## src/rtl/irq_pkg.sv

```systemverilog
package irq_pkg;
  localparam int NUM_SRC = 10;
  localparam int VEC_W   = $clog2(NUM_SRC);

  // Strobes from control to datapath
  typedef struct packed {
    logic loadVec;  // capture the current winner into the vector register
    logic clrSel;   // clear the pending bit selected by the vector register
  } irqStrobe_t;

  typedef enum logic {
    ST_IDLE = 1'b0,
    ST_REQ  = 1'b1
  } irqState_t;
endpackage

```

## src/rtl/irq_datapath.sv

```systemverilog
module irq_datapath
  import irq_pkg::*;
#(
  parameter int NSRC = NUM_SRC,
  parameter int VW   = $clog2(NSRC)
) (
  input  logic            clk,
  input  logic            rstN,
  input  logic [NSRC-1:0] srcPulse,
  input  logic [NSRC-1:0] enableMask,
  input  irqStrobe_t      strobes,
  output logic            anyCand,
  output logic [VW-1:0]   vecQ,
  output logic [NSRC-1:0] pendQ
);
  logic [NSRC-1:0] cand;
  logic [NSRC-1:0] grant;
  logic [NSRC-1:0] clrMask;
  logic [VW-1:0]   winIdx;

  assign cand    = pendQ & enableMask;
  assign anyCand = |cand;

  // Fixed priority: a lower index beats every higher index
  for (genvar i = 0; i < NSRC; i++) begin : g_grant
    if (i == 0) begin : g_top
      assign grant[i] = cand[i];
    end else begin : g_rest
      assign grant[i] = cand[i] & ~(|cand[i-1:0]);
    end
  end

  always_comb begin
    winIdx = '0;
    for (int i = 0; i < NSRC; i++) begin
      if (grant[i]) winIdx = winIdx | VW'(i);
    end
  end

  // One-hot clear for the serviced source
  always_comb begin
    for (int i = 0; i < NSRC; i++) begin
      clrMask[i] = strobes.clrSel && (vecQ == VW'(i));
    end
  end

  // A new pulse wins over a clear in the same cycle
  always_ff @(posedge clk) begin
    if (!rstN) begin
      pendQ <= '0;
    end else begin
      pendQ <= (pendQ & ~clrMask) | srcPulse;
    end
  end

  always_ff @(posedge clk) begin
    if (!rstN) begin
      vecQ <= '0;
    end else if (strobes.loadVec) begin
      vecQ <= winIdx;
    end
  end
endmodule

```

## src/rtl/irq_control.sv

```systemverilog
module irq_control
  import irq_pkg::*;
(
  input  logic       clk,
  input  logic       rstN,
  input  logic       anyCand,
  input  logic       gieSet,
  input  logic       ack,
  output irqStrobe_t strobes,
  output logic       reqQ,
  output logic       gieQ
);
  irqState_t stateQ, stateD;

  always_comb begin
    strobes.loadVec = (stateQ == ST_IDLE) && gieQ && anyCand;
    strobes.clrSel  = (stateQ == ST_REQ) && ack;
  end

  always_comb begin
    stateD = stateQ;
    unique case (stateQ)
      ST_IDLE: if (strobes.loadVec) stateD = ST_REQ;
      ST_REQ:  if (ack)             stateD = ST_IDLE;
      default: stateD = ST_IDLE;
    endcase
  end

  always_ff @(posedge clk) begin
    if (!rstN) begin
      stateQ <= ST_IDLE;
    end else begin
      stateQ <= stateD;
    end
  end

  // Acknowledge drops the global enable; it wins over a set strobe
  always_ff @(posedge clk) begin
    if (!rstN) begin
      gieQ <= 1'b0;
    end else if (strobes.clrSel) begin
      gieQ <= 1'b0;
    end else if (gieSet) begin
      gieQ <= 1'b1;
    end
  end

  assign reqQ = (stateQ == ST_REQ);
endmodule

```

## src/rtl/irq_vector_ctrl.sv

```systemverilog
module irq_vector_ctrl
  import irq_pkg::*;
#(
  parameter int NSRC = NUM_SRC,
  parameter int VW   = $clog2(NSRC)
) (
  input  logic            clk,
  input  logic            rstN,
  input  logic [NSRC-1:0] srcPulse,
  input  logic [NSRC-1:0] enableMask,
  input  logic            gieSet,
  input  logic            ack,
  output logic            irqReq,
  output logic [VW-1:0]   irqVec,
  output logic [NSRC-1:0] pending,
  output logic            gieOut
);
  irqStrobe_t strobes;
  logic       anyCand;

  irq_control u_ctrl (
    .clk     (clk),
    .rstN    (rstN),
    .anyCand (anyCand),
    .gieSet  (gieSet),
    .ack     (ack),
    .strobes (strobes),
    .reqQ    (irqReq),
    .gieQ    (gieOut)
  );

  irq_datapath #(.NSRC(NSRC), .VW(VW)) u_dp (
    .clk        (clk),
    .rstN       (rstN),
    .srcPulse   (srcPulse),
    .enableMask (enableMask),
    .strobes    (strobes),
    .anyCand    (anyCand),
    .vecQ       (irqVec),
    .pendQ      (pending)
  );
endmodule

```

## config.mk

```make
export PLATFORM = sky130hd
export DESIGN_NAME = irq_vector_ctrl
export DESIGN_NICKNAME = d
export VERILOG_FILES = /design/src/rtl/irq_pkg.sv /design/src/rtl/irq_datapath.sv /design/src/rtl/irq_control.sv /design/src/rtl/irq_vector_ctrl.sv
export SDC_FILE = /design/constraint.sdc
export NUM_CORES = 1
export LEC_CHECK = 0
export ABC_AREA = 1
export BUFFER_PORTS_ARGS = -buffer_cell sky130_fd_sc_hd__buf_2
export CORE_MARGIN = 2
export CORE_UTILIZATION = 44
export DETAILED_ROUTE_END_ITERATION = 6
export HOLD_SLACK_MARGIN = 0.06
export PLACE_DENSITY = 0.77
export SYNTH_ARGS = -nofsm -noshare
export SYNTH_HDL_FRONTEND = slang
export SYNTH_SLANG_ARGS = --single-unit
```

## constraint.sdc

```tcl
create_clock -name clk -period 1.15 [get_ports clk]
set_input_delay 0.2875 -clock clk [delete_from_list [all_inputs] [get_ports clk]]
set_output_delay 0.2875 -clock clk [all_outputs]
set_load 0.02 [all_outputs]
```

==> run summary <==
vias -> 906
Post-Syn Instances -> 119
top-count cell post-synth -> nand2_1
CTS tree -> yes
wire length per cell -> 10.6 µm
clock buffer depth -> 2
first-pass GRT wire length -> 2940 µm
worst-skew pair later-pin latency -> 290 ps
Buffers & Inverters on Critical Path -> 1
Final Max Tran Viols -> 0
top-area cell type share of the netlist area -> 0.399
Worst-path clk slew -> 100 ps
ratio of cells with drive above 1 in the final layout -> 0.442
Clock Skew -> 4.17 ps
Die H -> 46.7 µm
met1 GRT Util -> 0.238
count of cell types in the netlist -> 17
GRT overflow -> 0
CTS Buf Count -> 3
Final Hold Vio Count -> 0
Crit path max-delay family -> flip-flops
pin count of the biggest net entering global routing -> 12
Seq. cell area -> 334 µm²
Reg2Reg Launch Point -> u_dp.pendQ[1]
worst vdd ir -> 0.853 mV
hold_sp -> srcPulse[6]
biggest cell delay along the critical path -> 370 ps
n_diodes -> 0
global routing's busiest layer -> met2
RSZ-0062 raised after global routing -> yes
routability cong. -> 0.783
Hold Path End -> u_dp.pendQ[6]
syn_area_per_cell -> 6.75 µm²
Crit path required time -> 860 ps
largest cells by area after synthesis -> dfxtp_1, nand2_1, inv_1
Synth area leader -> dfxtp_1
most frequent cells after synthesis -> nand2_1, inv_1, dfxtp_1, a21oi_1, nor2_1
area of the multi-input gates -> 442 µm²
Hold WC Path Type -> in2reg
initial antenna violation count -> 0
CP endpoint kind -> primary output
die width -> 46.7 µm
Top FF cell, synth -> dfxtp_1
Post-synth EDFFs -> 0
Startpoint Class -> register
Simple-Gate Fraction of Synth Area -> 0.332
Initial DRC Count -> 16
dpl hpwl -> 1540 µm
overall die area -> 0.00218 mm²
Reg2Reg Depth -> 8
Period minus WS final -> 1110 ps
hold path cells -> 3
combinational family with the most area after synthesis -> simple AND/OR/NAND/NOR gates
leakage -> 0.634 nW
htree depth -> 1
clock root buffer -> clkbuf_4
ANT nets after route -> 0
multiplexer area fraction after synthesis -> 0
number of synthesized register bits -> 16
max-cap violations -> 0
fill count -> 159
status -> finished, final reports clean
GRT Util Overall -> 0.193
Slew @ Worst Pin -> 358 ps
final routed DRC violation total -> 0
PortBufs -> 39
compound-cell area share of the yosys netlist -> 0.171
met2 Use GR -> 0.325
IO Pins -> 40
Post-Route WL -> 2020 µm
vias per cell -> 4.77
Core Region -> 0.00173 mm²
Cell Area, Synth -> 803 µm²
Setup-failing EPs final -> 0
Mapped Nets -> 143
CP max-delay cell -> dfxtp_2
Max Fclk -> 0.901 GHz
register area share after synthesis -> 0.399
PwrDens -> 1220 mW/mm²
Placed Area -> 0.00105 mm²
GRT met3 Usage -> 0.0275
XOR/XNOR share of the synthesized area -> 0
worst r2r dst -> u_dp.vecQ[1]
clk sink count -> 16
vias in the first global route -> 718
total power draw -> 1.41 mW
Initial Util -> 0.465
r2r setup slk -> 50 ps
synthesis-to-finish area growth -> 43.6%
asr flop ratio synth -> 0
kind of critical path -> reg2out
Relative slew margins -> 0.761
TritonRoute pass-1 iters -> 4
Final Cell Area -> 0.00115 mm²
Worst EP arrival -> 820 ps
Util after Layout -> 0.668
crit path cell chain -> buf_2
Nets -> 190
standard-cell rows -> 15
fin crit share -> 0.965
crit-path max FO -> 4
Yosys Warn Count -> 0
Synth Area in Adders -> 0
[where the power goes]
part           switching [mW]  internal (mW)
clock                   0.185          0.193
combinational           0.234          0.151
sequential             0.0399          0.607
total                   0.458          0.951
[stage by stage]
stage               setup WS, ps  cells  hold slack (ps)  setup TNS [ps]
floorplan                   36.1    119              408               0
global placement            2.42    185              474               0
detailed placement         -24.0    185              478           -60.3
CTS                         4.99    189              219               0
global route               -32.2    190              221           -78.8
finish                      40.4    190              216               0
[how the worst max path moves through the flow]
stage                              from           end  slack, ps  cells past startpoint
final                     u_dp.pendQ[3]    pending[3]         40                      1
after global routing      u_dp.pendQ[6]  u_dp.vecQ[1]        -30                      8
after CTS                 u_dp.pendQ[3]    pending[3]          5                      1
after detailed placement  enableMask[5]  u_dp.vecQ[1]        -20                      9
after global placement    enableMask[5]  u_dp.vecQ[0]          2                      9
after floorplan           u_dp.pendQ[5]  u_dp.vecQ[2]         40                      8
[sequential cells by signal, summed over array words and instances (netlist names)]
| signal | cells |
|---|---|
| u_ctrl.gieQ | 1 |
| u_dp.pendQ | 10 |
| u_ctrl.reqQ | 1 |
| u_dp.vecQ | 4 |
[timing repair]
action / in CTS / in global routing
endpoints found under the hold margin: 0 / 0
pin swaps: 0 / 5
cloned: 0 / 0
resized for setup: 1 / 23
hold buffers: 0 / 0
endpoints found under the setup margin: 1 / 16
setup buffers: 0 / 1
[tightest hold or removal path, delay by kind of cell]
family / cells / cell delay, ps
AOI/OAI and AO/OA: 1 / 50
buffers and inverters: 2 / 130
[layout by cell type, fill, tap and decap left out, types with 2 or more instances in the layout]
| master | n |
|---|---|
| buf_2 | 35 |
| o21ai_0 | 7 |
| nand3b_1 | 2 |
| nand2_2 | 6 |
| clkbuf_4 | 3 |
| nor2_1 | 9 |
| buf_4 | 8 |
| nand3_2 | 2 |
| nand2_1 | 25 |
| nor2_4 | 2 |
| nand3_1 | 5 |
| dfxtp_2 | 11 |
| a21oi_1 | 13 |
| nand2_4 | 4 |
| o31ai_1 | 4 |
| inv_1 | 20 |
| dfxtp_1 | 5 |
[per-layer routing]
metal	part of all wire	vias to the layer above
li1	-	471
met1	0.43	402
met2	0.50	29
met3	0.049	4
met4	0.020	0
met5	0	-
[cell families (layout without fill, tap and decap cells)]
group,count (synthesis),in the layout
DFF,16,16
and+or+nand+nor,57,57
buffers and inverters,21,67
AOI/OAI and AO/OA,25,25
[layout make-up]
cell class,instances,share of cell area
clock buffer,4,0.0315
inverter,20,0.0651
multi-input combinational,82,0.383
sequential,16,0.290
tap,25,0.0271
timing repair buffer,43,0.204
Power figures use the tool's default switching activity.
